--- src/rtl/dsl_pkg.sv ---
package dsl_pkg;
    localparam int TW_W    = 32;
    localparam int CTRL_W  = 2;
    localparam int PD_W    = 1;
    localparam int PH_W    = 5;
    localparam int FRAME_W = TW_W + CTRL_W + PD_W + PH_W;
    localparam int IDX_W   = $clog2(FRAME_W);

    typedef enum logic [3:0] {
        ST_RST_HI,
        ST_RST_LO,
        ST_BOOT_WCLK_HI,
        ST_BOOT_WCLK_LO,
        ST_BOOT_FQ_HI,
        ST_BOOT_FQ_LO,
        ST_IDLE,
        ST_SETUP,
        ST_WCLK_HI,
        ST_FQ_HI,
        ST_FQ_LO
    } dsl_state_e;
endpackage

--- src/rtl/dsl_timer.sv ---
module dsl_timer #(
    parameter int               CNT_W   = 4,
    parameter logic [CNT_W-1:0] RST_VAL = '0
) (
    input  logic             clk,
    input  logic             rst_n,
    input  logic             load,
    input  logic [CNT_W-1:0] load_val,
    output logic             expired
);
    logic [CNT_W-1:0] cnt_q;

    always_ff @(posedge clk) begin
        if (!rst_n) begin
            cnt_q <= RST_VAL;
        end else if (load) begin
            cnt_q <= load_val;
        end else if (cnt_q != '0) begin
            cnt_q <= cnt_q - 1'b1;
        end
    end

    assign expired = (cnt_q == '0);


    cnt_step_chk: assert property (@(posedge clk) disable iff (!rst_n)
        (!load && cnt_q != '0) |=> (cnt_q == $past(cnt_q) - 1'b1));
endmodule

--- src/rtl/dsl_frame_shifter.sv ---
module dsl_frame_shifter
    import dsl_pkg::*;
#(
    parameter int PH_IN_W = 8
) (
    input  logic               clk,
    input  logic               rst_n,
    input  logic               load,
    input  logic               shift,
    input  logic [TW_W-1:0]    tuning,
    input  logic [PH_IN_W-1:0] phase,
    output logic               data_bit,
    output logic               last_bit
);
    logic [FRAME_W-1:0] frame_q;
    logic [IDX_W-1:0]   idx_q;
    logic [PH_W-1:0]    phase_used;
    logic [FRAME_W-1:0] frame_new;

    assign phase_used = phase[PH_W-1:0];

    generate
        if (PH_IN_W > PH_W) begin : g_extra_phase
            logic unused_phase_hi;
            assign unused_phase_hi = ^phase[PH_IN_W-1:PH_W];
        end
    endgenerate

    // control and power-down positions are forced to zero
    assign frame_new = {phase_used, {PD_W{1'b0}}, {CTRL_W{1'b0}}, tuning};

    always_ff @(posedge clk) begin
        if (!rst_n) begin
            frame_q <= '0;
            idx_q   <= '0;
        end else if (load) begin
            frame_q <= frame_new;
            idx_q   <= '0;
        end else if (shift) begin
            frame_q <= {1'b0, frame_q[FRAME_W-1:1]};
            idx_q   <= idx_q + 1'b1;
        end
    end

    assign data_bit = frame_q[0];
    assign last_bit = (idx_q == IDX_W'(FRAME_W - 1));


    idx_range_chk: assert property (@(posedge clk) disable iff (!rst_n)
        idx_q <= IDX_W'(FRAME_W - 1));


    no_shift_past_end_chk: assert property (@(posedge clk) disable iff (!rst_n)
        shift |-> !last_bit);


    ctrl_zero_chk: assert property (@(posedge clk) disable iff (!rst_n)
        load |=> (frame_q[TW_W +: (CTRL_W + PD_W)] == '0));
endmodule

--- src/rtl/dsl_ctrl.sv ---
module dsl_ctrl
    import dsl_pkg::*;
#(
    parameter int RST_HI_CYC  = 3,
    parameter int WCLK_HI_CYC = 2,
    parameter int WCLK_LO_CYC = 2,
    parameter int FQ_HI_CYC   = 2,
    parameter int GAP_CYC     = 2,
    parameter int CNT_W       = 4
) (
    input  logic             clk,
    input  logic             rst_n,
    input  logic             req_valid,
    input  logic             tmr_expired,
    input  logic             shf_last,
    output logic             req_ready,
    output logic             busy,
    output logic             dds_reset,
    output logic             dds_wclk,
    output logic             dds_fqud,
    output logic             tmr_load,
    output logic [CNT_W-1:0] tmr_val,
    output logic             frame_load,
    output logic             frame_shift
);
    dsl_state_e state_q, state_d;

    function automatic logic [CNT_W-1:0] dur_of(input dsl_state_e s);
        int d;
        case (s)
            ST_RST_HI:       d = RST_HI_CYC;
            ST_BOOT_WCLK_HI: d = WCLK_HI_CYC;
            ST_WCLK_HI:      d = WCLK_HI_CYC;
            ST_SETUP:        d = WCLK_LO_CYC;
            ST_BOOT_FQ_HI:   d = FQ_HI_CYC;
            ST_FQ_HI:        d = FQ_HI_CYC;
            ST_IDLE:         d = 1;
            default:         d = GAP_CYC;
        endcase
        return CNT_W'(d - 1);
    endfunction

    // state register
    always_ff @(posedge clk) begin
        if (!rst_n) begin
            state_q <= ST_RST_HI;
        end else begin
            state_q <= state_d;
        end
    end

    // next state
    always_comb begin
        state_d = state_q;
        unique case (state_q)
            ST_RST_HI:       if (tmr_expired) state_d = ST_RST_LO;
            ST_RST_LO:       if (tmr_expired) state_d = ST_BOOT_WCLK_HI;
            ST_BOOT_WCLK_HI: if (tmr_expired) state_d = ST_BOOT_WCLK_LO;
            ST_BOOT_WCLK_LO: if (tmr_expired) state_d = ST_BOOT_FQ_HI;
            ST_BOOT_FQ_HI:   if (tmr_expired) state_d = ST_BOOT_FQ_LO;
            ST_BOOT_FQ_LO:   if (tmr_expired) state_d = ST_IDLE;
            ST_IDLE:         if (req_valid)   state_d = ST_SETUP;
            ST_SETUP:        if (tmr_expired) state_d = ST_WCLK_HI;
            ST_WCLK_HI: begin
                if (tmr_expired) state_d = shf_last ? ST_FQ_HI : ST_SETUP;
            end
            ST_FQ_HI:        if (tmr_expired) state_d = ST_FQ_LO;
            ST_FQ_LO:        if (tmr_expired) state_d = ST_IDLE;
            default:         state_d = ST_RST_HI;
        endcase
    end

    // outputs
    always_comb begin
        dds_reset   = (state_q == ST_RST_HI);
        dds_wclk    = (state_q == ST_BOOT_WCLK_HI) || (state_q == ST_WCLK_HI);
        dds_fqud    = (state_q == ST_BOOT_FQ_HI) || (state_q == ST_FQ_HI);
        req_ready   = (state_q == ST_IDLE);
        busy        = (state_q == ST_SETUP) || (state_q == ST_WCLK_HI) ||
                      (state_q == ST_FQ_HI) || (state_q == ST_FQ_LO);
        tmr_load    = (state_d != state_q);
        tmr_val     = dur_of(state_d);
        frame_load  = (state_q == ST_IDLE) && req_valid;
        frame_shift = (state_q == ST_WCLK_HI) && tmr_expired && !shf_last;
    end


    accept_busy_chk: assert property (@(posedge clk) disable iff (!rst_n)
        (req_valid && req_ready) |=> (busy && !req_ready));


    ready_idle_chk: assert property (@(posedge clk) disable iff (!rst_n)
        req_ready |-> !busy);


    strobe_after_last_chk: assert property (@(posedge clk) disable iff (!rst_n)
        ($rose(dds_fqud) && busy) |-> shf_last);


    no_reset_when_busy_chk: assert property (@(posedge clk) disable iff (!rst_n)
        (busy || req_ready) |-> !dds_reset);
endmodule

--- src/rtl/dds_serial_loader.sv ---
module dds_serial_loader
    import dsl_pkg::*;
#(
    parameter int RST_HI_CYC  = 3,
    parameter int WCLK_HI_CYC = 2,
    parameter int WCLK_LO_CYC = 2,
    parameter int FQ_HI_CYC   = 2,
    parameter int GAP_CYC     = 2,
    parameter int PH_IN_W     = 8
) (
    input  logic               clk,
    input  logic               rst_n,
    input  logic               req_valid,
    output logic               req_ready,
    input  logic [TW_W-1:0]    req_tuning,
    input  logic [PH_IN_W-1:0] req_phase,
    output logic               busy,
    output logic               dds_reset,
    output logic               dds_wclk,
    output logic               dds_data,
    output logic               dds_fqud
);
    localparam int MAX_DUR = RST_HI_CYC + WCLK_HI_CYC + WCLK_LO_CYC + FQ_HI_CYC + GAP_CYC;
    localparam int CNT_W   = $clog2(MAX_DUR + 1);
    localparam logic [CNT_W-1:0] RST_LOAD = CNT_W'(RST_HI_CYC - 1);

    logic             tmr_load;
    logic [CNT_W-1:0] tmr_val;
    logic             tmr_expired;
    logic             frame_load;
    logic             frame_shift;
    logic             shf_last;

    dsl_ctrl #(
        .RST_HI_CYC  (RST_HI_CYC),
        .WCLK_HI_CYC (WCLK_HI_CYC),
        .WCLK_LO_CYC (WCLK_LO_CYC),
        .FQ_HI_CYC   (FQ_HI_CYC),
        .GAP_CYC     (GAP_CYC),
        .CNT_W       (CNT_W)
    ) ctrl_i (
        .clk         (clk),
        .rst_n       (rst_n),
        .req_valid   (req_valid),
        .tmr_expired (tmr_expired),
        .shf_last    (shf_last),
        .req_ready   (req_ready),
        .busy        (busy),
        .dds_reset   (dds_reset),
        .dds_wclk    (dds_wclk),
        .dds_fqud    (dds_fqud),
        .tmr_load    (tmr_load),
        .tmr_val     (tmr_val),
        .frame_load  (frame_load),
        .frame_shift (frame_shift)
    );

    dsl_timer #(
        .CNT_W   (CNT_W),
        .RST_VAL (RST_LOAD)
    ) timer_i (
        .clk      (clk),
        .rst_n    (rst_n),
        .load     (tmr_load),
        .load_val (tmr_val),
        .expired  (tmr_expired)
    );

    dsl_frame_shifter #(
        .PH_IN_W (PH_IN_W)
    ) shifter_i (
        .clk      (clk),
        .rst_n    (rst_n),
        .load     (frame_load),
        .shift    (frame_shift),
        .tuning   (req_tuning),
        .phase    (req_phase),
        .data_bit (dds_data),
        .last_bit (shf_last)
    );


    data_setup_chk: assert property (@(posedge clk) disable iff (!rst_n)
        $rose(dds_wclk) |-> $stable(dds_data));


    pins_exclusive_chk: assert property (@(posedge clk) disable iff (!rst_n)
        !(dds_wclk && dds_fqud));
endmodule

--- config.mk ---
export PLATFORM = sky130hd
export DESIGN_NAME = dds_serial_loader
export DESIGN_NICKNAME = d
export VERILOG_FILES = /design/src/rtl/dsl_pkg.sv /design/src/rtl/dsl_timer.sv /design/src/rtl/dsl_frame_shifter.sv /design/src/rtl/dsl_ctrl.sv /design/src/rtl/dds_serial_loader.sv
export SDC_FILE = /design/constraint.sdc
export NUM_CORES = 1
export LEC_CHECK = 0
export BUFFER_PORTS_ARGS = -buffer_cell sky130_fd_sc_hd__buf_4
export CAP_MARGIN = 0
export CORE_MARGIN = 10
export CORE_UTILIZATION = 50
export CTS_CLUSTER_DIAMETER = 40
export DETAILED_ROUTE_END_ITERATION = 7
export PLACE_DENSITY = 0.78
export SETUP_SLACK_MARGIN = 0.5
export SKIP_LAST_GASP = 1
export SLEW_MARGIN = 0
export SYNTH_ARGS = -nofsm -noshare
export SYNTH_HDL_FRONTEND = slang
export SYNTH_SLANG_ARGS = --single-unit
export TNS_END_PERCENT = 50
--- constraint.sdc ---
create_clock -name clk -period 1.8 [get_ports clk]
set_input_delay 0.09 -clock clk [delete_from_list [all_inputs] [get_ports clk]]
set_output_delay 0.09 -clock clk [all_outputs]
set_load 0.02 [all_outputs]
# [Yosys cells after proc, flatten, opt, wreduce, memory -nomap -nowiden]
# Cells that the tools add are included.
[totals] reg_bits=54 input_bits=43 wordCells=56
[classes] reduce_logical=17 n_bitwise=1 add_sub_neg=3 n_eq_ne=13 muxes=17
[op_table] op="40-bit two-way mux" count=2
[op_table] op="4-bit two-way mux" count=13
[op_table] op="4-bit one-hot mux with 10 select lines" count=1
[op_table] op="4-bit by 3-bit equality test with 1-bit output (second input constant)" count=5
[op_table] op="4-bit equality test (second input constant)" count=3
[op_table] op="4-bit zero test" count=3
[op_table] op="4-bit by 2-bit equality test with 1-bit output (second input constant)" count=2
[op_table] op="6-bit by 1-bit adder with 6-bit output (second input constant)" count=1
[op_table] op="6-bit equality test (second input constant)" count=1
[op_table] op="1-bit logical OR" count=5
[op_table] op="4-bit by 1-bit equality test with 1-bit output (second input constant)" count=1
[op_table] op="4-bit != test" count=1
[op_table] op="2-bit one-hot mux with 2 select lines" count=1
[op_table] op="2-bit nonzero test" count=2
[op_table] op="4-bit nonzero test" count=1
[op_table] op="2-bit OR reduction" count=2
[op_table] op="4-bit by 1-bit subtractor with 4-bit output (second input constant)" count=1
[op_table] op="1-bit logical AND" count=3
[op_table] op="2-bit by 1-bit subtractor with 3-bit output (second input constant)" count=1
[op_table] op="1-bit zero test" count=1
[op_table] op="1-bit inverter" count=1

# [Depth between registers and ports, before layout]
[depth] ltp_word=8 ltp_mapped=9

# [Modules after synthesis]
# From an unflattened synthesis, not the netlist that was laid out.
[unflattened] hier_cells=294 hier_area_um2=2778.9
[modules_own_cells] module="dsl_frame_shifter" cells_per_inst=201 area_per_inst_um2=2055.7 instances=1 seq_area_each_um2=920.9
[modules_own_cells] module="dsl_ctrl" cells_per_inst=70 area_per_inst_um2=486.7 instances=1 seq_area_each_um2=80.1
[modules_own_cells] module="dsl_timer" cells_per_inst=23 area_per_inst_um2=236.5 instances=1 seq_area_each_um2=80.1

# [Least setup slack after synthesis]
# No wires, ideal clock.
[synth_timing] kind="register -> register" from="reg timer_i.cnt_q[0]" to="reg shifter_i.frame_q[38]" period_less_slack_ps=1945 path_stages_with_launch=10 required_ps=1668 slack_ps=-145 path_buffers=3 t_arrival_ps=1813 setup_ps=132 cell_sequence="dfxtp_1 inv_1 ha_1 or3b_1 buf_6 a211oi_2 buf_6 buf_12 mux2i_1 a21oi_1"
[synth_via] elab_chain_cells=4
[synth_rtl] item="start: declaration" line_no="dsl_timer.sv:11" text="logic [CNT_W-1:0] cnt_q;"
[synth_rtl] item="start signal: assignment" line_no="dsl_timer.sv:17" text="cnt_q <= load_val;"
[synth_rtl] item="start signal: assignment" line_no="dsl_timer.sv:19" text="cnt_q <= cnt_q - 1'b1;"
[synth_rtl] item="4-bit zero test" line_no="dsl_timer.sv:23" text="assign expired = (cnt_q == '0);"
[synth_rtl] item="1-bit logical AND (2 in a row)" line_no="dsl_ctrl.sv:84" text="frame_shift = (state_q == ST_WCLK_HI) && tmr_expired && !shf_last;"
[synth_rtl] item="2-bit nonzero test (no line)"
[synth_rtl] item="end signal: assignment" line_no="dsl_frame_shifter.sv:37" text="frame_q <= frame_new;"
[synth_rtl] item="end signal: assignment" line_no="dsl_frame_shifter.sv:40" text="frame_q <= {1'b0, frame_q[FRAME_W-1:1]};"
[synth_rtl] item="end: declaration" line_no="dsl_frame_shifter.sv:15" text="logic [FRAME_W-1:0] frame_q;"
# No other way between the ends.
# A chain may end at the register's enable or synchronous reset.

# [Worst setup path after layout]
[layout_timing] from="reg ctrl_i.state_q[0]" to="reg shifter_i.idx_q[4]"
[layout_via] elab_chain_cells=3 word_cells_on_any_way=6 cone_classes="eq/ne: 2; reduce/logical: 4"
[layout_rtl] item="start: declaration" line_no="dsl_ctrl.sv:26" text="dsl_state_e state_q, state_d;"
[layout_rtl] item="start signal: assignment" line_no="dsl_ctrl.sv:48" text="state_q <= state_d;"
[layout_rtl] item="4-bit by 3-bit equality test with 1-bit output / 4-bit equality test (equally long branches)" line_no="dsl_ctrl.sv:83, dsl_ctrl.sv:84"
[layout_rtl] item="1-bit logical AND (on tied branches)" line_no="dsl_ctrl.sv:83, dsl_ctrl.sv:84"
[layout_rtl] item="2-bit OR reduction (no line) / 1-bit logical AND (equally long branches)"
[layout_rtl] item="end signal: assignment" line_no="dsl_frame_shifter.sv:41" text="idx_q <= idx_q + 1'b1;"
[layout_rtl] item="end: declaration" line_no="dsl_frame_shifter.sv:16" text="logic [IDX_W-1:0] idx_q;"
# Several ways; a longest one is shown, not always the timed one.

==> run metrics <==
largest cells by area after synthesis dfxtp_1 (40%), mux2i_1 (15%), a21oi_1 (8.5%); vias in the first global route 2206; Worst Hold Class input pin to flip-flop; # rows 26; core region area 0.005205 mm2; vias per cell 5.538; synth-to-layout area growth 24.31%; fin crit period 1.865 ns; Least-Margin Pin Slew 0.4749 ns; WS Path Type flip-flop to flip-flop; Fin. Hold Viols 0; most common cell after layout, fill and taps aside buf_4; Crit-path slowest cell or4b_4; PortBufs 45; LEAKAGE 1.227 nW; deepest clock path buffer count 2; first-pass GRT wire length 10.03 mm; final worst slack -0.06495 ns; Compound-Gate Fraction of Synth Area 21.22%; # setup viols final 41; Reg2Reg Depth 7; xor/xnor share of the synthesized area 2.901%; Synth Instances 304; register area share after synthesis 39.78%; I/O pin cnt 49; Post-Syn Area per Cell 8.939 um2; Initial Util 52.21%; mux share of post-synthesis cell area 14.73%; Synth Net Count 349; WL/cell 14.17 um; Util after Layout 64.90%; crit-path max FO 8; Synth Cell Area 0.002718 mm2; Clock Sinks 54; power density over the cells 889.2 mW/mm2; worst path bufs/invs 2; number of synthesized register bits 54; max_cap viols 0; Final HPWL DP 4.084 mm; Max H-tree Level 2; vias 2348; Fmax 536.2 MHz; CTS tree done; Critical Path End Type flip-flop; highest cell delay on the worst timing path 0.54 ns; Tcrit/Tclk final 103.6%; failing checks setup timing; Synth top area share 39.78%; Tot GR Track Use 13.46%; VDD IR max 488.7 uV; Clk Latency, worst-skew pair 0.31 ns; Hold Buf Count CTS 0; routability-driven placement congestion ratio 0.8020; Synth async-reset ratio 0%; Worst EP arrival 2.07 ns; EDFF count, synth 0; DRT Pass-1 Iters 4; Diodes inserted 0; initial antenna violation count 0; Primary FF master, synth dfxtp_1; DIE AREA 0.008784 mm2; Unique masters post-synth 44; DRT iter0 DRCs 113; WP depth 7; fin. max-slew vios 0; post-synthesis simple-gate area fraction 12.85%; crit-path cells or4b_4 > a211oi_4 > buf_6 > buf_12 > nand4_1 > xor2_1 > nor2_1; die extent in y 93.73 um; Post-layout nets 398; aggregate routed wire length 6.009 mm; Die X 93.73 um; largest family of logic cells by synthesized area compound AO/OA/AOI/OAI gates; CP top delay family simple AND/OR/NAND/NOR gates; Worst EP required 2.01 ns; adder-cell area share of the yosys netlist 0.9208%; TritonCTS buffer count 5; Worst-path clk slew 0.11 ns; status finished with violations; largest net degree at the start of global routing 73; ANT nets after route 0; Rel. slew slack 68.20%; CP Launch Type flip-flop; commonest non-fill, non-tap cells in the layout buf_4 (63), dfxtp_1 (51), a21oi_1 (46); total grt overflow 0; RSZ-0062 raised after global routing true; Yosys top cell by area dfxtp_1; pre-CTS setup slack -0.1210 ns; share of layout cells above drive strength 1 27.12%; clock skew 0.01131 ns; synth warn 0; # DRC 0; Worst Hold Path Cells 3; CTS root buffer clkbuf_8
[sequential cells by signal, summed over array words and instances, names as in the netlist]
signal / cells
shifter_i.frame_q: 40
shifter_i.idx_q: 6
ctrl_i.state_q: 4
timer_i.cnt_q: 4
[tightest hold or removal path, stage by stage]
cell     delay (ns)
buf_4          0.07
o21ai_1        0.06
a21oi_1        0.10
[metal layers]
metal	routed length [um]	GRT usage [%]
met1	2666	16.89
met2	2951	21.95
met3	313	3.757
met4	78	3.797
met5	0	0
[final timing paths]
check | startpoint | endpoint | slack (ns)
worst max register to register | ctrl_i.state_q[0] | shifter_i.idx_q[4] | -0.06
worst min register to register | shifter_i.frame_q[32] | shifter_i.frame_q[32] | 0.51
worst min-delay path | req_tuning[20] | shifter_i.frame_q[20] | 0.04
worst max-delay path | ctrl_i.state_q[0] | shifter_i.idx_q[4] | -0.06
[synthesized netlist by cell type (2+ instances only)]
master and count:
a211oi_1 2, o21ai_1 6, buf_12 4, nor3b_2 2, xnor2_1 5, nand2b_1 2
nand3_1 3, buf_2 2, xor2_1 4, dfxtp_1 54, and2_1 3, nor2_1 19
o22ai_1 3, buf_6 3, nor4_1 3, inv_1 4, o21ai_0 38, mux2i_1 40
a32oi_1 2, ha_1 2, a21oi_1 46, clkbuf_1 17, nand4_1 3, nor2b_1 3
nor3_1 2, nand2_1 13, o21a_1 2
[power by group]
group | switching [mW] | internal [mW] | total (mW)
Sequential | 0.0363 | 1.26 | 1.29
Clock | 0.425 | 0.425 | 0.850
Combinational | 0.426 | 0.434 | 0.860
Total | 0.887 | 2.12 | 3.00
[cells by family (layout without fill, tap and decap cells)]
kind of cell	Yosys count	after routing
AO/OA/AOI/OAI	105	105
XOR/XNOR	9	9
adder cells (fa/ha/maj)	2	2
buffers and inverters	31	81
flip-flops	54	54
multiplexers	40	40
AND/OR/NAND/NOR	63	63
[area by class of cell]
cell class,instances,area (um2)
clock buffers,5,68.82
clock inverters,3,47.55
well taps,70,87.58
inverters,4,15.01
flip-flops and latches,54,1085
multi-input cells,219,1475
fillers,434,1827
repair buffers,69,599.3
[stage by stage]
step	setup TNS (ns)	area, um2	std cells	hold WS (ns)	power, mW
finish	-0.9417	3378	424	0.04256	3.004
floorplan	-1.205	2731	304	0.2375	1.857
detailed placement	-2.587	3151	412	0.3652	2.147
CTS	-2.828	3362	424	0.03953	3.019
global placement	-1.368	3151	412	0.3539	2.121
global route	-4.523	3378	424	0.04319	3.164
[timing repair]
action,4_1_cts,5_1_grt
endpoints found under the setup margin,59,59
setup buffers,2,0
pin swaps,3,4
gates cloned,2,0
resized for setup,9,6
No activity file was read; power rests on OpenSTA's default activity.
